## src/rtl/bcd_dual_pkg.sv

```systemverilog
package bcd_dual_pkg;

    localparam int DIGIT_W   = 4;
    localparam int DIGIT_TOP = 9;

    typedef logic [DIGIT_W-1:0] digit_t;

    typedef struct packed {
        digit_t value;
        logic   up_prev;
        logic   dn_prev;
    } digit_state_t;

    // Up step: 9 wraps to 0, out-of-range codes roll modulo 16.
    function automatic digit_t digit_step_up(input digit_t v);
        digit_t r;
        if (v == digit_t'(DIGIT_TOP)) r = '0;
        else                          r = v + digit_t'(1);
        return r;
    endfunction

    // Down step: 0 wraps to 9, any other code decrements.
    function automatic digit_t digit_step_down(input digit_t v);
        digit_t r;
        if (v == '0) r = digit_t'(DIGIT_TOP);
        else         r = v - digit_t'(1);
        return r;
    endfunction

endpackage

```

## src/rtl/strobe_sync.sv

```systemverilog
module strobe_sync #(
    parameter int STAGES = 2
) (
    input  logic clk,
    input  logic rst_n,
    input  logic async_i,
    output logic level_o
);
    localparam int N = (STAGES < 2) ? 2 : STAGES;

    logic [N-1:0] pipe_d;
    logic [N-1:0] pipe_q;

    generate
        if (N == 2) begin : g_two
            always_comb pipe_d = {pipe_q[0], async_i};
        end else begin : g_many
            always_comb pipe_d = {pipe_q[N-2:0], async_i};
        end
    endgenerate

    // Idle strobe level is high, so reset to ones to avoid a false edge.
    always_ff @(posedge clk or negedge rst_n) begin
        if (!rst_n) pipe_q <= '1;
        else        pipe_q <= pipe_d;
    end

    assign level_o = pipe_q[N-1];
endmodule

```

## src/rtl/bcd_digit_core.sv

```systemverilog
module bcd_digit_core
    import bcd_dual_pkg::*;
(
    input  logic   clk,
    input  logic   rst_n,
    input  logic   up_lvl,
    input  logic   dn_lvl,
    input  logic   clr,
    input  logic   load_n,
    input  digit_t preset,
    output digit_t value,
    output logic   carry_n,
    output logic   borrow_n
);
    digit_state_t st_d;
    digit_state_t st_q;
    logic         up_rise;
    logic         dn_rise;

    always_comb begin
        st_d         = st_q;
        st_d.up_prev = up_lvl;
        st_d.dn_prev = dn_lvl;
        up_rise      = up_lvl & ~st_q.up_prev;
        dn_rise      = dn_lvl & ~st_q.dn_prev;

        if (clr) begin
            st_d.value = '0;
        end else if (!load_n) begin
            st_d.value = preset;
        end else if (up_rise && !dn_rise && dn_lvl) begin
            st_d.value = digit_step_up(st_q.value);
        end else if (dn_rise && !up_rise && up_lvl) begin
            st_d.value = digit_step_down(st_q.value);
        end
    end

    always_ff @(posedge clk or negedge rst_n) begin
        if (!rst_n) begin
            st_q.value   <= '0;
            st_q.up_prev <= 1'b1;
            st_q.dn_prev <= 1'b1;
        end else begin
            st_q <= st_d;
        end
    end

    assign value    = st_q.value;
    assign carry_n  = ~((st_q.value == digit_t'(DIGIT_TOP)) & ~up_lvl);
    assign borrow_n = ~((st_q.value == '0) & ~dn_lvl);
endmodule

```

## src/rtl/bcd_dual_strobe_digit.sv

```systemverilog
module bcd_dual_strobe_digit #(
    parameter int SYNC_STAGES = 2
) (
    input  logic       clk,
    input  logic       rst_n,
    input  logic       up_strobe,
    input  logic       dn_strobe,
    input  logic       clr,
    input  logic       load_n,
    input  logic [3:0] preset,
    output logic [3:0] digit,
    output logic       carry_out_n,
    output logic       borrow_out_n
);
    logic up_lvl;
    logic dn_lvl;

    strobe_sync #(.STAGES(SYNC_STAGES)) u_up_sync (
        .clk(clk), .rst_n(rst_n), .async_i(up_strobe), .level_o(up_lvl)
    );

    strobe_sync #(.STAGES(SYNC_STAGES)) u_dn_sync (
        .clk(clk), .rst_n(rst_n), .async_i(dn_strobe), .level_o(dn_lvl)
    );

    bcd_digit_core u_core (
        .clk(clk), .rst_n(rst_n),
        .up_lvl(up_lvl), .dn_lvl(dn_lvl),
        .clr(clr), .load_n(load_n), .preset(preset),
        .value(digit), .carry_n(carry_out_n), .borrow_n(borrow_out_n)
    );
endmodule

```

## config.mk

```make
export PLATFORM = sky130hd
export DESIGN_NAME = bcd_dual_strobe_digit
export DESIGN_NICKNAME = d
export VERILOG_FILES = /design/src/rtl/bcd_dual_pkg.sv /design/src/rtl/strobe_sync.sv /design/src/rtl/bcd_digit_core.sv /design/src/rtl/bcd_dual_strobe_digit.sv
export SDC_FILE = /design/constraint.sdc
export NUM_CORES = 1
export LEC_CHECK = 0
export ABC_AREA = 1
export BUFFER_PORTS_ARGS = -buffer_cell sky130_fd_sc_hd__buf_2
export CAP_MARGIN = 0
export CORE_ASPECT_RATIO = 1.1
export CORE_MARGIN = 1
export CORE_UTILIZATION = 40
export CTS_CLUSTER_SIZE = 28
export DETAILED_ROUTE_END_ITERATION = 16
export REMOVE_ABC_BUFFERS = 1
export SETUP_SLACK_MARGIN = 0.02
export SLEW_MARGIN = 20
export SYNTH_ARGS = -nofsm -noshare
export SYNTH_HDL_FRONTEND = slang
export SYNTH_HIERARCHICAL = 1
export SYNTH_SLANG_ARGS = --single-unit
export TNS_END_PERCENT = 30
```

## constraint.sdc

```tcl
create_clock -name clk -period 4.15 [get_ports clk]
set_clock_uncertainty 0.05 [all_clocks]
set_input_delay 0.6225 -clock clk [delete_from_list [all_inputs] [get_ports clk]]
set_output_delay 0.6225 -clock clk [all_outputs]
set_load 0.1 [all_outputs]
```

# Yosys cells after proc, flatten, opt, wreduce, memory -nomap -nowiden
# Index checks and enable logic that the tools add are counted.
# word_totals
register_bits	10
inputBits	10
out_inout_bits	6
word_cells	32
# op_classes
addsub	2
n_eq_ne	2
muxes	6
n_bitwise	10
n_reduce_logical	7
# ops
cell	n
$mux 4	6
$not 1->1	6
$add 4x1->4 const B	1
$and 1x1->1	4
$eq 4x4->1 const B	1
$logic_and 1x1->1	4
$logic_not 4->1	1
$ne 4x2->1 const B	1
$sub 4x1->4 const B	1
$logic_not 1->1	2

# Longest topological paths before layout
# Gate-level depths: netlist of the first run.
# depth
word_depth	9
mapped_depth	10
depth_no_buf	10

# By module
# Netlist of the first run, hierarchy kept.
# modules_own_cells
mod	instances	cells_per_inst	area_each_um2	seq_area_each_um2
bcd_digit_core	1	89	583.1	152.6
strobe_sync	2	2	52.6	52.6

# Least setup slack after synthesis of the first run
# No wires, ideal clock.
# synth_path
path_type	flip-flop to output port
start	register, netlist name u_core/value[0]
end	output borrow_out_n
t_arrival_ps	1365
required_time_ps	3477
path_slack_ps	2113
stages_incl_launch_ff	5
n_path_buf	0
path_cell_list	dfrtp_1 -> inv_1 -> ha_1 -> nand3_2 -> or2_2
# synth_between
elab_chain_len	3
# synth_rtl
item	line	text
$logic_not 4->1	bcd_digit_core.sv:50	assign borrow_n = ~((st_q.value == '0) & ~dn_lvl);
$and 1x1->1	bcd_digit_core.sv:50	
$not 1->1	bcd_digit_core.sv:50	
end: declaration	bcd_dual_strobe_digit.sv:13	output logic borrow_out_n
# Every way passes these cells.

# Worst setup path after layout of the first run
# layout_path
start	register, netlist name u_core/value[0]
end	output borrow_out_n
# layout_between
elab_chain_len	3
# layout_rtl
item	line
$logic_not 4->1	bcd_digit_core.sv:50
$and 1x1->1	bcd_digit_core.sv:50
$not 1->1	bcd_digit_core.sv:50
# Every way passes these cells.

==> impl_metrics.env, run 1 <==
export IMPL_outcome="completed"
export IMPL_synth_area_per_cell_sq_um=7.40
export IMPL_powerDensity_nw_per_um2=369
export IMPL_slowest_delay_ns=0.46
export IMPL_dp_slack_ns=1.92
export IMPL_place_gp_congestion=0.867
export IMPL_synth_top_area_share_pct=22.9
export IMPL_p_clk_share_pct=23.3
export IMPL_grt_ovfl_total=0
export IMPL_first_global_vias=508
export IMPL_area_delta_synth_final_pct=12.7
export IMPL_hold_buffers=0
export IMPL_worst_slew_pin_slew_ns=0.485
export IMPL_relSlewSlack_pct=67.9
export IMPL_path_class="reg2out"
export IMPL_start_util_pct=43.1
export IMPL_startpoint_type="register"
export IMPL_max_freq_mhz=395
export IMPL_endpoint_kind="output pin"
export IMPL_r2r_end="u_core/value[3]$_DFFE_PN0P_"
export IMPL_slew_violations=0
export IMPL_synth_cells=93
export IMPL_required_ns=3.48
export IMPL_die_h_microns=45.5
export IMPL_p_seq_share_pct=40.8
export IMPL_final_common_cell="nand2_1"
export IMPL_core_area_sq_um=1600
export IMPL_grt_usage_pct=15.1
export IMPL_dieArea_sq_um=1890
export IMPL_cp_num_cells=5
export IMPL_r2r_start="u_core/value[0]$_DFFE_PN0P_"
export IMPL_worst_path_max_delay_cell="dfrtp_1"
export IMPL_cts_tree="done"
export IMPL_port_buffers=15
export IMPL_remaining_drc_errors=0
export IMPL_path_cells="inv_1 > ha_1 > nand3_2 > or2_2 > buf_2"
export IMPL_avgViaCountPerCell=4.84
export IMPL_drv_cap=0
export IMPL_worstHoldPathType="in2async"
export IMPL_fin_hold_ws_ns=0.153
export IMPL_fin_crit_ns=2.53
export IMPL_io_pins=16
export IMPL_ff_latch_area_sq_um=258
export IMPL_combPwrFrac_pct=35.9
export IMPL_drt_iter0_drc=11
export IMPL_ys_types=22
export IMPL_ctsResizeCount=0
export IMPL_routed_wl_mm=1.32
export IMPL_post_route_period_util_pct=61.0
export IMPL_path_max_fanout=7
export IMPL_clock_latency_ns=0.26
export IMPL_via_count=600
export IMPL_ir_drop_uv=211
export IMPL_die_w_microns=41.5
export IMPL_multi_input_area_sq_um=358
export IMPL_switching_power_w=0.000116
export IMPL_antennaDiodeCount=0
export IMPL_drive_gt1_share_pct=32.7
export IMPL_syn_area_sq_um=688
export IMPL_yosys_area_top_type="dfstp_2"
export IMPL_synthTopCellsByArea="dfstp_2 23%, dfrtp_1 15%, nand2_1 14%, nand3_1 9.5%, ha_1 7.3%"
export IMPL_place_hpwl_mm=1.10
export IMPL_routedWlPerCell_microns=10.7
export IMPL_ant_nets=0
export IMPL_cts_root_buf="clkbuf_4"
export IMPL_crit_buf_inv=2
export IMPL_grt_pass1_wl_mm=2.17
export IMPL_cts_buffers=3
export IMPL_p_leak_nw=0.407
export IMPL_first_pass_iters=4
export IMPL_rr_worst_depth=10
export IMPL_cts_sinks=10
export IMPL_cp_arrival_ns=1.86
export IMPL_seq_area_frac_synth_pct=37.5
export IMPL_rrSetupSlack_ns=2.55
export IMPL_intPower_w=0.000170
export IMPL_clk_path_buf_depth=2
export IMPL_nNetsFinal=122
export IMPL_n_fill_cell=174
export IMPL_swShare_pct=40.5
export IMPL_post_cts_buffers=0
export IMPL_clk_pin_slew_ns=0.07
export IMPL_dp_cells=120
export IMPL_yosys_register_bits=10
export IMPL_crit_family="buffers and inverters"
export IMPL_num_rows=15
export IMPL_tns_ns=0
export IMPL_yosys_warnings=6
export IMPL_setup_violations=0
export IMPL_fin_ws_ns=1.62
export IMPL_antenna_found_initial=0
export IMPL_rsz0062_at_grt="no"
export IMPL_grt_max_degree=11
export IMPL_hold_viol=0
export IMPL_cts_htree_levels=1
export IMPL_p_total_w=0.000286
export IMPL_layout_common_cells="25 x nand2_1, 15 x buf_2, 13 x nand3_1"
export IMPL_stdcell_count=124
routing by layer:
layer | wire length (microns) | global-route usage, % | share of wire (%)
met1 | 650 | 19.2 | 49
met2 | 641 | 25.3 | 48
met3 | 31 | 2.38 | 2.3
met4 | 0 | 7.74 | 0
met5 | 0 | 0 | 0
cells by family after synthesis:
group,share of synthesized area [%]
DFF,37.5
adders and majority gates,7.27
and+or+nand+nor,41.6
buffers and inverters,10.5
AOI/OAI and AO/OA,3.09
synth_stat cells:
master	count
buf_4	4
a21oi_1	2
or2_2	3
nand4_1	2
nor2_1	8
o21ai_0	1
nand3_2	1
nand3b_1	1
nor2_2	1
inv_2	3
nand3_1	13
ha_1	4
or2_0	2
inv_1	7
nand2_2	2
or2_1	1
nor2_4	1
buf_2	1
dfstp_2	6
dfrtp_1	4
o22ai_1	1
nand2_1	25
area by class of cell:
class / count / share of cell area [%]
Clock buffer: 4 / 3.39
Inverter: 10 / 4.84
Multi-Input combinational cell: 68 / 46.1
Sequential cell: 10 / 33.2
Tap cell: 17 / 2.74
Timing Repair Buffer: 15 / 9.68
how the worst max path moves through the flow:
stage | start | endpoint | slack (ns)
after floorplan | u_core/value[0]$_DFFE_PN0P_ | borrow_out_n | 1.41
after global placement | u_core/value[0]$_DFFE_PN0P_ | borrow_out_n | 1.91
after detailed placement | u_core/value[0]$_DFFE_PN0P_ | borrow_out_n | 1.92
after CTS | u_core/value[0]$_DFFE_PN0P_ | borrow_out_n | 1.62
after global routing | u_core/value[0]$_DFFE_PN0P_ | borrow_out_n | 1.51
final | u_core/value[0]$_DFFE_PN0P_ | borrow_out_n | 1.62
flip-flops by register name, indices dropped and copies added (netlist names):
name,flops
u_dn_sync/pipe_q,2
u_up_sync/pipe_q,2
u_core/value,4
u_core/st_q,2
power groups by stage:
stage | Clock [W] | Combinational (W) | Sequential [W]
floorplan | 0 | 0.0000520 | 0.000145
detailed placement | 0 | 0.000103 | 0.000118
global placement | 0 | 0.000103 | 0.000118
global route | 0.0000771 | 0.000112 | 0.000118
finish | 0.0000667 | 0.000103 | 0.000117
CTS | 0.0000719 | 0.000103 | 0.000116
per-stage QoR:
stage,area (sq um),utilization (%)
global placement,749,47.0
floorplan,653,-
detailed placement,749,47.0
CTS,776,48.6
finish,776,48.6
global route,776,48.6
Note: power is estimated with default switching activity, not from simulation.
==> inputs of run 2 (changes only) <==
clock period = 2.2 ns   (was 4.15 ns; I/O delays follow)
==> impl_metrics.env, run 2 (synthesized netlist as in run 1, its figures left out) <==
export IMPL_outcome="completed"
export IMPL_core_area_sq_um=1600
export IMPL_grt_ovfl_total=0
export IMPL_rr_worst_depth=10
export IMPL_dieArea_sq_um=1890
export IMPL_switching_power_w=0.000220
export IMPL_stdcell_area_sq_um=800
export IMPL_startpoint_type="register"
export IMPL_endpoint_kind="output pin"
export IMPL_r2r_end="u_core/value[3]$_DFFE_PN0P_"
export IMPL_rrSetupSlack_ns=0.74
export IMPL_multi_input_area_sq_um=358
export IMPL_grt_max_degree=11
export IMPL_p_total_w=0.000574
export IMPL_min_to="u_dn_sync/pipe_q[0]$_DFF_PN1_"
export IMPL_intPower_w=0.000354
export IMPL_clock_latency_ns=0.25
export IMPL_drv_cap=0
export IMPL_start_util_pct=43.1
export IMPL_routed_wl_mm=1.32
export IMPL_n_fill_cell=160
export IMPL_antenna_found_initial=0
export IMPL_worstHoldPathType="in2reg"
export IMPL_rsz0062_at_grt="yes"
export IMPL_grt_pass1_wl_mm=2.12
export IMPL_via_count=615
export IMPL_cts_buffers=3
export IMPL_fin_ws_ns=0.112
export IMPL_place_hpwl_mm=1.08
export IMPL_largest_register="u_core/value"
export IMPL_p_seq_share_pct=38.4
export IMPL_grt_usage_pct=14.8
export IMPL_hold_depth=1
export IMPL_setup_violations=0
export IMPL_avgViaCountPerCell=4.92
export IMPL_first_global_vias=478
export IMPL_max_freq_mhz=479
export IMPL_p_leak_nw=0.417
export IMPL_cts_htree_levels=1
export IMPL_grt_met2_usage_pct=24.4
export IMPL_final_util_pct=50.1
export IMPL_min_from="dn_strobe"
export IMPL_drive_gt1_share_pct=35.2
export IMPL_path_max_fanout=7
export IMPL_place_gp_congestion=0.866
export IMPL_ir_drop_uv=396
export IMPL_r2r_start="u_core/value[1]$_DFFE_PN0P_"
export IMPL_drt_iter0_drc=14
export IMPL_num_rows=15
export IMPL_cts_sinks=10
export IMPL_die_w_microns=41.5
export IMPL_clk_path_buf_depth=2
export IMPL_ff_latch_area_sq_um=259
export IMPL_grt_util_met1_pct=19.4
export IMPL_nNetsFinal=123
export IMPL_io_pins=16
export IMPL_layout_common_cells="25 x nand2_1, 14 x buf_2, 13 x nand3_1"
export IMPL_ant_nets=0
export IMPL_swShare_pct=38.3
export IMPL_final_common_cell="nand2_1"
export IMPL_port_buffers=15
export IMPL_die_h_microns=45.5
export IMPL_remaining_drc_errors=0
export IMPL_hold_viol=0
export IMPL_clk_pin_slew_ns=0.06
export IMPL_fin_crit_ns=2.09
export IMPL_routedWlPerCell_microns=10.6
export IMPL_area_delta_synth_final_pct=16.2
export IMPL_busiest_layer="met2"
export IMPL_path_class="reg2out"
export IMPL_largest_reg_flops=4
export IMPL_powerDensity_nw_per_um2=718
export IMPL_combPwrFrac_pct=34.3
export IMPL_dp_slack_ns=0.264
export IMPL_required_ns=1.82
export IMPL_first_pass_iters=4
export IMPL_antennaDiodeCount=0
export IMPL_cp_arrival_ns=1.71
export IMPL_worst_slew_pin_slew_ns=0.487
export IMPL_dpl_instance_area_sq_um=749
export IMPL_relSlewSlack_pct=67.7
export IMPL_cts_root_buf="clkbuf_4"
export IMPL_cts_tree="done"
export IMPL_slew_violations=0
export IMPL_tns_ns=0
export IMPL_p_clk_share_pct=27.3
export IMPL_grt_use_met3_pct=2.78
export IMPL_post_route_period_util_pct=94.9
run 2: worst max-delay path by stage:
stage / from / end / slack (ns) / depth (start not counted)
6_report: u_core/value[1]$_DFFE_PN0P_ / carry_out_n / 0.11 / 5
5_1_grt: u_core/value[1]$_DFFE_PN0P_ / carry_out_n / 0.02 / 5
4_1_cts: u_core/value[0]$_DFFE_PN0P_ / borrow_out_n / 0.03 / 5
3_5_place_dp: u_core/value[0]$_DFFE_PN0P_ / borrow_out_n / 0.26 / 5
3_3_place_gp: u_core/value[0]$_DFFE_PN0P_ / borrow_out_n / 0.26 / 5
2_1_floorplan: u_core/value[0]$_DFFE_PN0P_ / borrow_out_n / -0.25 / 4
run 2: worst max-delay path, stage by stage (launching register included):
cell	delay, ns
dfrtp_1	0.44
inv_1	0.13
ha_1	0.17
nand3_1	0.13
or2_2	0.29
buf_2	0.29
run 2: power groups by stage:
stage	sequential [W]	clock, W	combinational (W)
final	0.000221	0.000157	0.000197
after global routing	0.000222	0.000175	0.000213
after CTS	0.000219	0.000166	0.000197
after detailed placement	0.000223	0	0.000194
after global placement	0.000222	0	0.000194
after floorplan	0.000274	0	0.0000981
run 2: per-stage QoR:
| step | instances | hold slack [ns] |
|---|---|---|
| finish | 125 | 0.120 |
| CTS | 125 | 0.107 |
| global route | 125 | 0.0936 |
| floorplan | 88 | -0.0156 |
| detailed placement | 120 | 0.149 |
| global placement | 120 | 0.144 |
run 2: final cells by class:
cell class | count | area share, %
clock buffers | 4 | 4.54
repair buffers | 16 | 11.0
inverters | 10 | 4.69
well taps | 17 | 2.66
flip-flops and latches | 10 | 32.4
multi-input cells | 68 | 44.8
run 2: what timing repair did:
action                                 4_1_cts  5_1_grt
hold buffers                                 1        0
setup endpoints to repair                    1        2
endpoints found under the hold margin        4        0
resized for setup                            1        2
buffers inserted                             0        0
run 2: layer usage:
layer	part of all wire, %	up-vias
met1	51	284
met3	2.4	0
met2	47	9
met4	0	0
li1	-	322
met5	0	-
==> inputs of run 3 (changes only) <==
RECOVER_POWER = 25   (was default)
==> impl_metrics.env, run 3 (synthesized netlist as in run 1, its figures left out) <==
export IMPL_outcome="completed"
export IMPL_fin_hold_ws_ns=0.120
export IMPL_dp_slack_ns=0.264
export IMPL_startpoint_type="register"
export IMPL_met2RoutedLength_microns=618
export IMPL_ant_nets=0
export IMPL_place_hpwl_mm=1.08
export IMPL_die_h_microns=45.5
export IMPL_place_gp_congestion=0.866
export IMPL_switching_power_w=0.000220
export IMPL_top_layer_used="met3"
export IMPL_antenna_found_initial=0
export IMPL_core_area_sq_um=1600
export IMPL_p_leak_nw=0.416
export IMPL_clock_latency_ns=0.25
export IMPL_antennaDiodeCount=0
export IMPL_drv_cap=0
export IMPL_path_class="reg2out"
export IMPL_clk_pin_slew_ns=0.06
export IMPL_port_buffers=15
export IMPL_io_pins=16
export IMPL_grt_ovfl_total=0
export IMPL_routed_wl_mm=1.32
export IMPL_endpoint_kind="output pin"
export IMPL_relSlewSlack_pct=67.7
export IMPL_clk_path_buf_depth=2
export IMPL_powerDensity_nw_per_um2=717
export IMPL_start_util_pct=43.1
export IMPL_ir_drop_uv=396
export IMPL_area_delta_synth_final_pct=16.2
export IMPL_p_clk_share_pct=27.4
export IMPL_cts_tree="done"
export IMPL_worst_slew_pin_slew_ns=0.487
export IMPL_drive_gt1_share_pct=33.3
export IMPL_tns_ns=0
export IMPL_wl_met1_microns=668
export IMPL_fin_crit_ns=2.09
export IMPL_cts_buffers=3
export IMPL_post_route_period_util_pct=94.9
export IMPL_final_common_cell="nand2_1"
export IMPL_via_count=616
export IMPL_path_max_fanout=7
export IMPL_hold_viol=0
export IMPL_final_util_pct=50.1
export IMPL_setup_violations=0
export IMPL_die_w_microns=41.5
export IMPL_cp_arrival_ns=1.71
export IMPL_num_rows=15
export IMPL_nNetsFinal=123
export IMPL_grt_pass1_wl_mm=2.12
export IMPL_max_freq_mhz=479
export IMPL_intPower_w=0.000353
export IMPL_avgViaCountPerCell=4.93
export IMPL_first_pass_iters=4
export IMPL_dieArea_sq_um=1890
export IMPL_p_total_w=0.000573
export IMPL_swShare_pct=38.3
export IMPL_combPwrFrac_pct=34.3
export IMPL_slew_violations=0
export IMPL_largest_register="u_core/value"
export IMPL_wl_met3_microns=32
export IMPL_layout_common_cells="25 x nand2_1, 14 x buf_2, 13 x nand3_1"
export IMPL_grt_max_degree=11
export IMPL_remaining_drc_errors=0
export IMPL_worstHoldPathType="in2reg"
export IMPL_p_seq_share_pct=38.3
export IMPL_routedWlPerCell_microns=10.6
export IMPL_cts_htree_levels=1
export IMPL_drt_iter0_drc=14
export IMPL_cts_root_buf="clkbuf_4"
export IMPL_largest_reg_flops=4
export IMPL_first_global_vias=478
export IMPL_grt_usage_pct=14.8
export IMPL_rsz0062_at_grt="yes"
export IMPL_required_ns=1.82
export IMPL_cts_sinks=10
export IMPL_fin_ws_ns=0.112
-- run 3: cell counts in the layout (fill, tap and decap cells not counted) --
No cell type changed its count.
-- run 3: cell type report --
cell class / instances / area, sq um
multi-input cells: 68 / 358
flip-flops and latches: 10 / 259
well taps: 17 / 21.3
fillers: 160 / 796
inverters: 10 / 37.5
clock buffers: 4 / 36.3
repair buffers: 16 / 87.6
-- run 3: through the flow --
| step | std cells | cell area (sq um) |
|---|---|---|
| floorplan | 88 | 653 |
| finish | 125 | 800 |
| global route | 125 | 800 |
| CTS | 125 | 798 |
| detailed placement | 120 | 749 |
| global placement | 120 | 749 |
-- run 3: final timing paths --
check | startpoint | endpoint | slack (ns) | cells past startpoint
max | u_core/value[1]$_DFFE_PN0P_ | carry_out_n | 0.11 | 5
min | dn_strobe | u_dn_sync/pipe_q[0]$_DFF_PN1_ | 0.12 | 1
max reg2reg | u_core/value[1]$_DFFE_PN0P_ | u_core/value[3]$_DFFE_PN0P_ | 0.74 | 10
min reg2reg | u_up_sync/pipe_q[0]$_DFF_PN1_ | u_up_sync/pipe_q[1]$_DFF_PN1_ | 0.31 | 0
max in group asynchronous | rst_n | u_dn_sync/pipe_q[0]$_DFF_PN1_ | 1.44 | 2
min in group asynchronous | rst_n | u_core/value[3]$_DFFE_PN0P_ | 0.41 | 2
-- run 3: critical path, cell delays in order (launching register included) --
cell     delay [ns]
dfrtp_1        0.44
inv_1          0.13
ha_1           0.17
nand3_1        0.13
or2_2          0.29
buf_2          0.29
-- run 3: power groups by stage --
stage,Sequential [W],Combinational (W),Clock [W]
after floorplan,0.000274,0.0000981,0
after global placement,0.000222,0.000194,0
after detailed placement,0.000223,0.000194,0
after CTS,0.000219,0.000197,0.000166
after global routing,0.000221,0.000213,0.000175
final,0.000220,0.000197,0.000157
-- run 3: per-layer routing --
metal	up-vias	GRT usage [%]
met5	-	0
met4	0	5.81
met3	0	2.78
met2	9	24.4
met1	285	19.4
li1	322	-
-- run 3: repair_timing --
action / 4_1_cts / 5_1_grt
hold buffers: 1 / 0
setup endpoints to repair: 1 / 2
endpoints found under the hold margin: 4 / 0
gates resized for setup: 1 / 2
buffers inserted: 0 / 0
